**src/rtl/spi_user_pkg.sv**
```systemverilog
package spi_user_pkg;

  typedef enum logic [1:0] {
    LANE_1 = 2'd0,
    LANE_2 = 2'd1,
    LANE_4 = 2'd2
  } lane_e;

  localparam logic [31:0] CTRL_RESET = 32'h0000_0004;
  localparam logic [31:0] CTRL_KEEP  = 32'h6000_0007;

  // ctl = {stop, mode[1:0]}
  function automatic logic user_live(input logic [2:0] ctl);
    return (ctl[1:0] == 2'b11) && !ctl[2];
  endfunction

  // sel = {quad, dual}; quad has priority
  function automatic lane_e lane_pick(input logic [1:0] sel);
    if (sel[1]) return LANE_4;
    if (sel[0]) return LANE_2;
    return LANE_1;
  endfunction

endpackage

```
**src/rtl/spi_user_regs.sv**
```systemverilog
module spi_user_regs
  import spi_user_pkg::*;
#(
  parameter int NUM_CS = 3,
  parameter int CS_W   = 2
) (
  input  logic                       clk,
  input  logic                       rst,
  input  logic                       wr_en,
  input  logic [CS_W-1:0]            wr_idx,
  input  logic [31:0]                wr_data,
  input  logic [NUM_CS-1:0]          hold,
  output logic [NUM_CS-1:0][31:0]    ctrl_q,
  output logic [NUM_CS-1:0]          cs_n
);

  for (genvar gi = 0; gi < NUM_CS; gi++) begin : g_cs
    always_ff @(posedge clk) begin
      if (rst) begin
        ctrl_q[gi] <= CTRL_RESET;
      end else if (wr_en && (wr_idx == CS_W'(gi))) begin
        ctrl_q[gi] <= wr_data & CTRL_KEEP;
      end
    end

    always_ff @(posedge clk) begin
      if (rst) begin
        cs_n[gi] <= 1'b1;
      end else begin
        cs_n[gi] <= !(user_live(ctrl_q[gi][2:0]) || hold[gi]);
      end
    end
  end

endmodule

```
**src/rtl/spi_shift_unit.sv**
```systemverilog
module spi_shift_unit
  import spi_user_pkg::*;
#(
  parameter int HALF_DIV = 2
) (
  input  logic       clk,
  input  logic       rst,
  input  logic       start,
  input  logic [7:0] tx_byte,
  input  lane_e      lane,
  input  logic       rd_mode,
  input  logic [3:0] io_in,
  output logic       busy,
  output logic       done,
  output logic [7:0] rx_byte,
  output logic       sclk,
  output logic [3:0] io_out,
  output logic [3:0] io_oe
);

  localparam int HC_W = $clog2(HALF_DIV + 1);

  logic [7:0]      sh;
  logic [7:0]      rx_sh;
  logic [2:0]      grp;
  logic [HC_W-1:0] hc;
  logic            ph;
  lane_e           lane_q;
  logic            rd_q;
  logic [7:0]      sh_next;

  function automatic logic [3:0] lead(input logic [7:0] v, input lane_e l);
    case (l)
      LANE_2:  return {2'b00, v[7:6]};
      LANE_4:  return v[7:4];
      default: return {3'b000, v[7]};
    endcase
  endfunction

  function automatic logic [7:0] advance(input logic [7:0] v, input lane_e l);
    case (l)
      LANE_2:  return {v[5:0], 2'b00};
      LANE_4:  return {v[3:0], 4'b0000};
      default: return {v[6:0], 1'b0};
    endcase
  endfunction

  function automatic logic [7:0] gather(input logic [7:0] acc, input logic [3:0] pins,
                                        input lane_e l);
    case (l)
      LANE_2:  return {acc[5:0], pins[1:0]};
      LANE_4:  return {acc[3:0], pins};
      default: return {acc[6:0], pins[1]};
    endcase
  endfunction

  function automatic logic [2:0] groups_of(input lane_e l);
    case (l)
      LANE_2:  return 3'd3;
      LANE_4:  return 3'd1;
      default: return 3'd7;
    endcase
  endfunction

  function automatic logic [3:0] enables(input lane_e l, input logic rd);
    if (rd) return (l == LANE_1) ? 4'b0001 : 4'b0000;
    case (l)
      LANE_2:  return 4'b0011;
      LANE_4:  return 4'b1111;
      default: return 4'b0001;
    endcase
  endfunction

  assign sh_next = advance(sh, lane_q);
  assign rx_byte = rx_sh;

  always_ff @(posedge clk) begin
    done <= 1'b0;
    if (rst) begin
      busy   <= 1'b0;
      sclk   <= 1'b0;
      io_out <= '0;
      io_oe  <= '0;
      sh     <= '0;
      rx_sh  <= '0;
      grp    <= '0;
      hc     <= '0;
      ph     <= 1'b0;
      lane_q <= LANE_1;
      rd_q   <= 1'b0;
    end else if (start) begin
      busy   <= 1'b1;
      sclk   <= 1'b0;
      sh     <= tx_byte;
      rx_sh  <= '0;
      grp    <= groups_of(lane);
      hc     <= '0;
      ph     <= 1'b0;
      lane_q <= lane;
      rd_q   <= rd_mode;
      io_out <= rd_mode ? 4'b0000 : lead(tx_byte, lane);
      io_oe  <= enables(lane, rd_mode);
    end else if (busy) begin
      if (hc == HC_W'(HALF_DIV - 1)) begin
        hc <= '0;
        if (!ph) begin
          sclk  <= 1'b1;
          ph    <= 1'b1;
          rx_sh <= gather(rx_sh, io_in, lane_q);
        end else begin
          sclk <= 1'b0;
          ph   <= 1'b0;
          if (grp == 3'd0) begin
            busy   <= 1'b0;
            done   <= 1'b1;
            io_out <= '0;
            io_oe  <= '0;
          end else begin
            grp    <= grp - 3'd1;
            sh     <= sh_next;
            io_out <= rd_q ? 4'b0000 : lead(sh_next, lane_q);
          end
        end
      end else begin
        hc <= hc + HC_W'(1);
      end
    end
  end

  // output lines hold still across the high half of SCLK
  p_data_steady_r3: assert property (@(posedge clk) disable iff (rst)
    sclk |-> $stable(io_out));

endmodule

```
**src/rtl/spi_user_engine.sv**
```systemverilog
module spi_user_engine
  import spi_user_pkg::*;
#(
  parameter int NUM_CS   = 3,
  parameter int HALF_DIV = 2,
  localparam int CS_W    = (NUM_CS > 1) ? $clog2(NUM_CS) : 1
) (
  input  logic              clk,
  input  logic              rst,
  input  logic              bus_req,
  input  logic              bus_we,
  input  logic              bus_win,
  input  logic [CS_W-1:0]   bus_cs,
  input  logic              bus_word,
  input  logic [31:0]       bus_wdata,
  output logic [31:0]       bus_rdata,
  output logic              bus_ack,
  output logic [NUM_CS-1:0] cs_n,
  output logic              sclk,
  output logic [3:0]        io_out,
  output logic [3:0]        io_oe,
  input  logic [3:0]        io_in
);

  typedef enum logic {ST_IDLE, ST_RUN} eng_e;

  eng_e                    state;
  logic [NUM_CS-1:0][31:0] ctrl_q;
  logic [NUM_CS-1:0]       hold;
  logic [31:0]             q_data;
  logic [1:0]              q_left;
  logic [1:0]              q_idx;
  logic                    q_read;
  logic [CS_W-1:0]         q_cs;
  logic [31:0]             rx_word;
  logic [31:0]             rx_merged;

  logic                    sh_start;
  logic [7:0]              sh_tx;
  lane_e                   sh_lane;
  logic                    sh_rd;
  logic                    sh_busy;
  logic                    sh_done;
  logic [7:0]              sh_rx;

  logic                    can_take;
  logic                    cs_valid;
  logic [31:0]             ctrl_sel;
  logic                    reg_acc;
  logic                    reg_we;
  logic                    win_acc;
  logic                    win_live;
  logic                    owner_live;

  assign can_take   = bus_req && !bus_ack;
  assign cs_valid   = int'(bus_cs) < NUM_CS;
  assign ctrl_sel   = cs_valid ? ctrl_q[bus_cs] : 32'h0;
  assign reg_acc    = can_take && !bus_win;
  assign reg_we     = reg_acc && bus_we && cs_valid;
  assign win_acc    = can_take && bus_win && (state == ST_IDLE);
  assign win_live   = cs_valid && !cs_n[bus_cs] && (ctrl_sel[1:0] == 2'b11);
  assign owner_live = user_live(ctrl_q[q_cs][2:0]);
  assign rx_merged  = rx_word | (32'(sh_rx) << {q_idx, 3'b000});

  for (genvar gi = 0; gi < NUM_CS; gi++) begin : g_hold
    assign hold[gi] = (state == ST_RUN) && (q_cs == CS_W'(gi));
  end

  spi_user_regs #(
    .NUM_CS (NUM_CS),
    .CS_W   (CS_W)
  ) regs_i (
    .clk     (clk),
    .rst     (rst),
    .wr_en   (reg_we),
    .wr_idx  (bus_cs),
    .wr_data (bus_wdata),
    .hold    (hold),
    .ctrl_q  (ctrl_q),
    .cs_n    (cs_n)
  );

  spi_shift_unit #(
    .HALF_DIV (HALF_DIV)
  ) shift_i (
    .clk     (clk),
    .rst     (rst),
    .start   (sh_start),
    .tx_byte (sh_tx),
    .lane    (sh_lane),
    .rd_mode (sh_rd),
    .io_in   (io_in),
    .busy    (sh_busy),
    .done    (sh_done),
    .rx_byte (sh_rx),
    .sclk    (sclk),
    .io_out  (io_out),
    .io_oe   (io_oe)
  );

  always_ff @(posedge clk) begin
    bus_ack  <= 1'b0;
    sh_start <= 1'b0;
    if (rst) begin
      state     <= ST_IDLE;
      bus_rdata <= '0;
      q_data    <= '0;
      q_left    <= '0;
      q_idx     <= '0;
      q_read    <= 1'b0;
      q_cs      <= '0;
      rx_word   <= '0;
      sh_tx     <= '0;
      sh_lane   <= LANE_1;
      sh_rd     <= 1'b0;
    end else begin
      if (reg_acc) begin
        bus_ack   <= 1'b1;
        bus_rdata <= bus_we ? 32'h0 : ctrl_sel;
      end
      case (state)
        ST_IDLE: begin
          if (win_acc) begin
            if (!win_live) begin
              bus_ack   <= 1'b1;
              bus_rdata <= 32'h0;
            end else begin
              state    <= ST_RUN;
              q_cs     <= bus_cs;
              q_read   <= !bus_we;
              q_data   <= bus_wdata >> 8;
              q_left   <= bus_word ? 2'd3 : 2'd0;
              q_idx    <= 2'd0;
              rx_word  <= '0;
              sh_start <= 1'b1;
              sh_tx    <= bus_wdata[7:0];
              sh_lane  <= lane_pick(ctrl_sel[30:29]);
              sh_rd    <= !bus_we;
              if (bus_we) begin
                bus_ack   <= 1'b1;
                bus_rdata <= 32'h0;
              end
            end
          end
        end
        default: begin
          if (sh_done) begin
            rx_word <= rx_merged;
            if ((q_left == 2'd0) || !owner_live) begin
              state <= ST_IDLE;
              if (q_read) begin
                bus_ack   <= 1'b1;
                bus_rdata <= rx_merged;
              end
            end else begin
              sh_start <= 1'b1;
              sh_tx    <= q_data[7:0];
              q_data   <= q_data >> 8;
              q_left   <= q_left - 2'd1;
              q_idx    <= q_idx + 2'd1;
              sh_lane  <= lane_pick(ctrl_q[q_cs][30:29]);
            end
          end
        end
      endcase
    end
  end

  // the serial clock runs only under an asserted select
  p_sclk_under_cs_r2: assert property (@(posedge clk) disable iff (rst)
    sclk |-> !cs_n[q_cs]);

  // a select never drops in the middle of a byte
  for (genvar gi = 0; gi < NUM_CS; gi++) begin : g_chk
    p_cs_release_r8: assert property (@(posedge clk) disable iff (rst)
      $rose(cs_n[gi]) |-> !sh_busy);
  end

  // completion is a single-cycle pulse
  p_ack_pulse_r4: assert property (@(posedge clk) disable iff (rst)
    bus_ack |=> !bus_ack);

  // no line is driven during a multi-lane read
  p_read_float_r7: assert property (@(posedge clk) disable iff (rst)
    (sh_busy && sh_rd && (sh_lane != LANE_1)) |-> (io_oe == 4'b0000));

  // a pending window read is not acknowledged early
  p_read_stall_r6: assert property (@(posedge clk) disable iff (rst)
    ((state == ST_RUN) && q_read && !sh_done) |-> !bus_ack);

endmodule

```
**config.mk**
```make
export PLATFORM = sky130hd
export DESIGN_NAME = spi_user_engine
export DESIGN_NICKNAME = d
export VERILOG_FILES = /design/src/rtl/spi_user_pkg.sv /design/src/rtl/spi_user_regs.sv /design/src/rtl/spi_shift_unit.sv /design/src/rtl/spi_user_engine.sv
export SDC_FILE = /design/constraint.sdc
export NUM_CORES = 1
export LEC_CHECK = 0
export BUFFER_PORTS_ARGS = -buffer_cell sky130_fd_sc_hd__buf_2
export CAP_MARGIN = 20
export CORE_MARGIN = 2
export CORE_UTILIZATION = 50
export CTS_CLUSTER_DIAMETER = 100
export DETAILED_ROUTE_END_ITERATION = 7
export PLACE_DENSITY = 0.78
export SETUP_SLACK_MARGIN = 0.02
export SLEW_MARGIN = 20
export SYNTH_ARGS = -nofsm -noshare
export SYNTH_HDL_FRONTEND = slang
export SYNTH_SLANG_ARGS = --single-unit
```
**constraint.sdc**
```tcl
create_clock -name clk -period 4.1 [get_ports clk]
set_clock_uncertainty 0.2 [all_clocks]
set_input_delay 0 -clock clk [delete_from_list [all_inputs] [get_ports clk]]
set_output_delay 0 -clock clk [all_outputs]
set_load 0.03 [all_outputs]
```
# After elaboration in Yosys (flattened, before gate mapping)
# Index checks and enable logic that the tools add are counted.
[word_totals]
reg_bits = 168
input_bits = 44
out_inout_bits = 45
word_cells = 247
[classes]
addsub = 4
magnitude_cmp = 3
eq_ne = 17
n_shift = 1
mux = 133
bitwise = 5
reduce_logical = 55
[op_table]
columns = ["operator", "n"]
rows = [
  ["2-to-1 mux 32 bit", 20],
  ["binary-select mux 32 bit (select 2 bit)", 2],
  ["2-to-1 mux 4 bit", 14],
  ["2-to-1 mux 2 bit", 25],
  ["2-to-1 mux 1 bit", 49],
  ["2-to-1 mux 8 bit", 5],
  ["2-to-1 mux 7 bit", 5],
  ["bitwise OR 32 bit", 1],
  ["one-hot mux 8 bit (2 select lines)", 2],
  ["left shift 8 x 5 -> 32 bit", 1],
  ["2-to-1 mux 31 bit", 1],
  ["one-hot mux 4 bit (2 select lines)", 3],
  ["equality test 2 bit (second input constant)", 9],
  ["logical AND 1 bit", 18],
  ["2-to-1 mux 3 bit", 5],
  ["logical NOT 1 bit", 12],
  ["AND reduction 3 bit", 4],
  ["AND reduction 4 bit", 3],
  ["nonzero test 2 bit", 6],
  ["equality test 2 x 1 -> 1 bit (second input constant)", 5],
  ["logical NOT 2 bit", 4],
  ["< comparator 2 x 3 -> 1 bit (second input constant)", 2],
  ["one-hot mux 3 bit (2 select lines)", 1],
  ["OR reduction 5 bit", 1],
  ["12 further kinds", 20],
]

# Depth between registers and ports, before layout
[logic_depth]
word_depth = 20
mapped_depth = 9
ltp_nobuf = 7

# Cells and area by module
# A second synthesis with hierarchy kept.
[hier_totals]
hier_cells = 988
hier_area_um2 = 8808.4
[modules_own_cells]
columns = ["module", "n_inst", "cells_each", "area_per_inst_um2", "seq_area_each_um2"]
rows = [
  ["spi_user_engine", 1, 616, 5664.2, 2162.1],
  ["spi_shift_unit", 1, 224, 1805.5, 660.6],
  ["spi_user_regs", 1, 148, 1338.8, 360.3],
]

# Least setup slack after synthesis
# Ideal clock, no wire load.
[synth_timing]
path_kind = "reg2reg"
start = "register q_cs[1]"
end = "register sh_tx[0]"
setup_time_ps = 134
arrival_ps = 1737
required_time_ps = 3766
setup_slack_ps = 2029
stages_incl_launch_ff = 9
n_path_buf = 3
synth_period_minus_slack_ps = 2071
path_cell_list = "dfxtp_1 -> buf_4 -> mux2i_1 -> o221ai_2 -> or3_1 -> clkbuf_2 -> nand2_2 -> buf_2 -> a211oi_1"
[synth_via]
elab_chain_cells = 8
elab_cells_between_ends = 9
classes_between = "2 x eq/ne; 2 x mux; 5 x reduce/logical"
[synth_rtl]
columns = ["item", "line_no", "rtl"]
rows = [
  ["start: declaration", "spi_user_engine.sv:34", "logic [CS_W-1:0] q_cs;"],
  ["start signal: assignment", "spi_user_engine.sv:129", "q_cs <= bus_cs;"],
  ["binary-select mux 32 bit (select 2 bit) *", "spi_user_engine.sv:62", "assign owner_live = user_live(ctrl_q[q_cs][2:0]);"],
  ["2-to-1 mux 31 bit *", "n/a", ""],
  ["equality test 2 bit or logical NOT 1 bit (tied branches)", "spi_user_pkg.sv:14", "return (ctl[1:0] == 2'b11) && !ctl[2];"],
  ["logical AND 1 bit *", "spi_user_pkg.sv:14", ""],
  ["logical NOT 1 bit *", "spi_user_engine.sv:149", "if ((q_left == 2'd0) || !owner_live) begin"],
  ["logical OR 1 bit *", "spi_user_engine.sv:149", ""],
  ["inequality test 2 bit (no source line) *", "n/a", ""],
  ["AND reduction 4 bit (no source line) *", "n/a", ""],
  ["end signal: assignment", "spi_user_engine.sv:136", "sh_tx <= bus_wdata[7:0];"],
  ["end signal: assignment", "spi_user_engine.sv:157", "sh_tx <= q_data[7:0];"],
  ["end: declaration", "spi_user_engine.sv:39", "logic [7:0] sh_tx;"],
]
# Mark *: on every way between the ends. The rest lies on a longest branch, timed or not. The select of a mux whose other input is x is not followed.
# A chain may end at the register's enable or synchronous reset.

# Worst setup path in the final report
[layout_timing]
start = "register q_cs[1]"
end = "register q_data[3]"
[layout_via]
elab_chain_cells = 8
elab_cells_between_ends = 9
classes_between = "2 x eq/ne; 2 x mux; 5 x reduce/logical"
[layout_rtl]
columns = ["item", "line_no", "rtl"]
rows = [
  ["binary-select mux 32 bit (select 2 bit) *", "spi_user_engine.sv:62", ""],
  ["2-to-1 mux 31 bit *", "n/a", ""],
  ["equality test 2 bit or logical NOT 1 bit (tied branches)", "spi_user_pkg.sv:14", ""],
  ["logical AND 1 bit *", "spi_user_pkg.sv:14", ""],
  ["logical NOT 1 bit *", "spi_user_engine.sv:149", ""],
  ["logical OR 1 bit *", "spi_user_engine.sv:149", ""],
  ["inequality test 2 bit (no source line) *", "n/a", ""],
  ["AND reduction 4 bit (no source line) *", "n/a", ""],
  ["end signal: assignment", "spi_user_engine.sv:131", "q_data <= bus_wdata >> 8;"],
  ["end signal: assignment", "spi_user_engine.sv:158", "q_data <= q_data >> 8;"],
  ["end: declaration", "spi_user_engine.sv:30", "logic [31:0] q_data;"],
]
# Marks and branches as above.

==> metrics <==
Final Cycle Share=approximately 69%; Initial Utilization=51.29%; RSZ-0062 raised after global routing=no; PortBufs=88; WP data arrival=about 3.0 ns; fmax=about 350 MHz; Rel. slew slack=34.57%; vias per cell=5.770; core area=about 14000 um^2; HP Class=input pin to flop; min setup slack post-route=about 1.3 ns; GRT Residual Overflow=0; share of cells above drive strength 1=16.41%; Yosys top cell area share=44.54%; Worst Setup Slack post-DPL=around 1.3 ns; Crit Path Class=flop to flop; post-CTS sizing=0; post-synth cell types=64; worst skew pair latency=approximately 0.43 ns; vias in the first global route=just under 6k; gr usage total=between 20% and 30%; Post-Synthesis Cells=~800; First DRT Iteration DRCs=560; maximum fanout along the worst path=27; CTS tree=yes; Worst-Margin Slew=between 0.9 and 1 ns; fillcell total=about 1.1k; Mapped Area=between 7000 and 8000 um^2; worst hold endpoint=regs_i.ctrl_q[2]; Syn Area/Cell=just under 9 um^2; Area growth, synth to finish=21.41%; Required @ worst endpoint=around 4.2 ns; syn_nets=roughly 860; Setup TNS=0 ns; drt total wl=between 15000 and 20000 um; # diodes=0; sequential area share after synthesis=~45%; Clock Path Buffers=2; std cell rows=43; cts bufs inserted=17; Post-synth ARST share=0%; number of synthesized flops with an enable pin=0; Leak=about 0.0033 uW; initial antenna violation count=0; status=finished clean; Crit. End Element=flop; Seq cells post-synth=around 160; worst hold stages=6; top cells by area, synth=dfxtp_1 45%, mux2i_1 7.7%, a21oi_1 5.8%, nor2_1 4.3%, a211oi_1 4.2%; Post-layout nets=947; FF-to-FF path depth=5; Die Height=between 100 and 150 um; reg2reg end=q_data[3]; clk sinks=approximately 160; multi-input combinational cell area=roughly 3600 um^2; first-pass GRT wire length=29530 um; Ys Warns=0; crit start category=flop; quantity of hold-fixing buffers added after cts=45; Final Max Tran Viols=0; Ports=89; Fin. Hold Viols=0; htree depth=4; Max VDD drop=approximately 0.25 mV; DR vias=about 6.3k; CTS root buf=clkbuf_16; gpl congestion=~0.87; Final min period=roughly 2.8 ns; antenna-violating nets left=0; Max Cap Viol=0; flop2flop setup slack=1.27 ns; Clock transition at path regs=roughly 0.060 ns; worst hold start=bus_req; die area=between 15000 and 20000 um^2; ys flop type=dfxtp_1; drt wl/cell=16.61 um; Final setup viols=0; detailed-router iteration count before antenna repair=5; DRC Markers=0; storage element area=roughly 3200 um^2; RR Startpoint=q_cs[1]; PwrDens=around 400 nW/um^2; die width=around 120 um; dominant cell type by area after synthesis=dfxtp_1; largest net degree at the start of global routing=96; Layout Utilization=between 60% and 70%; Post-DP HPWL=11210 um; Total Power=between 3000 and 4000 uW; setup bufs post-CTS=0
==> where the power goes <==
group          total, uW  internal [uW]  leakage [uW]  switching (uW)
clock network       1760           1140      0.000326             615
logic                127           59.0       0.00164            68.0
registers           1550           1550       0.00128            2.57
==> synthesized netlist by cell type (all sizes together), types with 15 or more instances <==
| library cell | count |
|---|---|
| a21oi | 83 |
| clkbuf | 41 |
| buf | 26 |
| a22oi | 17 |
| inv | 20 |
| nand2 | 58 |
| nor2b | 17 |
| o21ai | 23 |
| nor3 | 39 |
| nand3 | 15 |
| nor2 | 82 |
| o2bb2ai | 22 |
| a211oi | 40 |
| mux2i | 55 |
| dfxtp | 159 |
==> through the flow <==
step | hold slack (ns) | cell area, um^2 | instances
global placement | 0.07888 | 7561 | 1011
global route | 0.1115 | 8677 | 1088
CTS | 0.05053 | 8677 | 1088
finish | 0.06036 | 8677 | 1088
floorplan | -0.07489 | 7147 | 803
detailed placement | 0.07805 | 7561 | 1011
==> flip-flops by register name (all words and copies together) (netlist names), 3 cells and up <==
register and cells:
q_data 24, shift_i.io_oe 3, shift_i.io_out 4, rx_word 32, shift_i.rx_byte 8, bus_rdata 32, shift_i.sh 7, regs_i.cs_n 3
sh_tx 8, regs_i.ctrl_q 15, shift_i.grp 3
==> worst max-delay path, stage by stage, from the launching register on <==
cell,delay (ns)
dfxtp_1,0.61
and4b_1,0.29
nor3_4,0.31
or3_1,0.48
nand2_2,0.44
a211oi_1,0.39
==> layer usage <==
| metal | track usage, % | vias up | share of wire, % |
|---|---|---|---|
| li1 | - | 3098 | - |
| met1 | 32.76 | 2964 | 45 |
| met2 | 39.08 | 184 | 48 |
| met3 | 5.258 | 32 | 5.4 |
| met4 | 9.162 | 0 | 2.1 |
| met5 | 0 | - | 0 |
==> cell usage in the layout (no fill, tap or decap), drive strengths merged, types with 3 or more instances in the layout <==
master,Yosys,routed
nand3,15,15
mux2,7,7
a21o,5,5
nor3b,3,3
and3b,3,3
inv,20,20
and2,4,4
clkbuf,41,22
o32ai,5,5
a211oi,40,40
buf,26,95
o2bb2ai,22,22
ha,8,8
or3,5,5
mux2i,55,55
clkinv,0,4
o21ai,23,23
nand3b,10,10
o22ai,4,4
a21oi,83,83
dlygate4sd3,0,45
a311oi,3,3
bufinv,0,5
dfxtp,159,159
a221oi,6,6
nand4b,3,3
nor2b,17,17
a22oi,17,17
a22o,7,7
nor3,39,39
nor2,82,82
and4b,5,5
nand2,58,58
==> logic make-up (layout without fill, tap and decap cells) <==
| family | count (synthesis) | in the layout | share of synthesized area (%) |
|---|---|---|---|
| adders and majority gates | 8 | 8 | 1.401 |
| buffers and inverters | 87 | 192 | 5.322 |
| xor gates and xnor gates | 2 | 2 | 0.2451 |
| DFF | 159 | 159 | 44.54 |
| and+or+nand+nor | 251 | 251 | 17.47 |
| AOI/OAI and AO/OA | 234 | 234 | 22.22 |
| muxes | 62 | 62 | 8.806 |
==> worst max path at each step <==
stage / slack, ns / start / to / depth (start not counted)
2_1_floorplan: 2.03 / q_cs[1] / sh_tx[0] / 8
3_3_place_gp: 1.45 / q_cs[1] / sh_tx[7] / 5
3_5_place_dp: 1.34 / q_cs[1] / sh_tx[6] / 5
4_1_cts: 1.33 / q_cs[1] / sh_tx[6] / 5
5_1_grt: 1.11 / q_cs[1] / q_data[3] / 5
6_report: 1.27 / q_cs[1] / q_data[3] / 5
==> layout make-up <==
cell class	count	share of cell area, %
multi-input combinational	557	41.30
sequential	159	36.70
timing repair buffer	140	10.87
clock buffer	22	5.580
tap	180	2.596
clock inverter	10	2.091
inverter	20	0.8652
(Power assumes the default switching activity.)
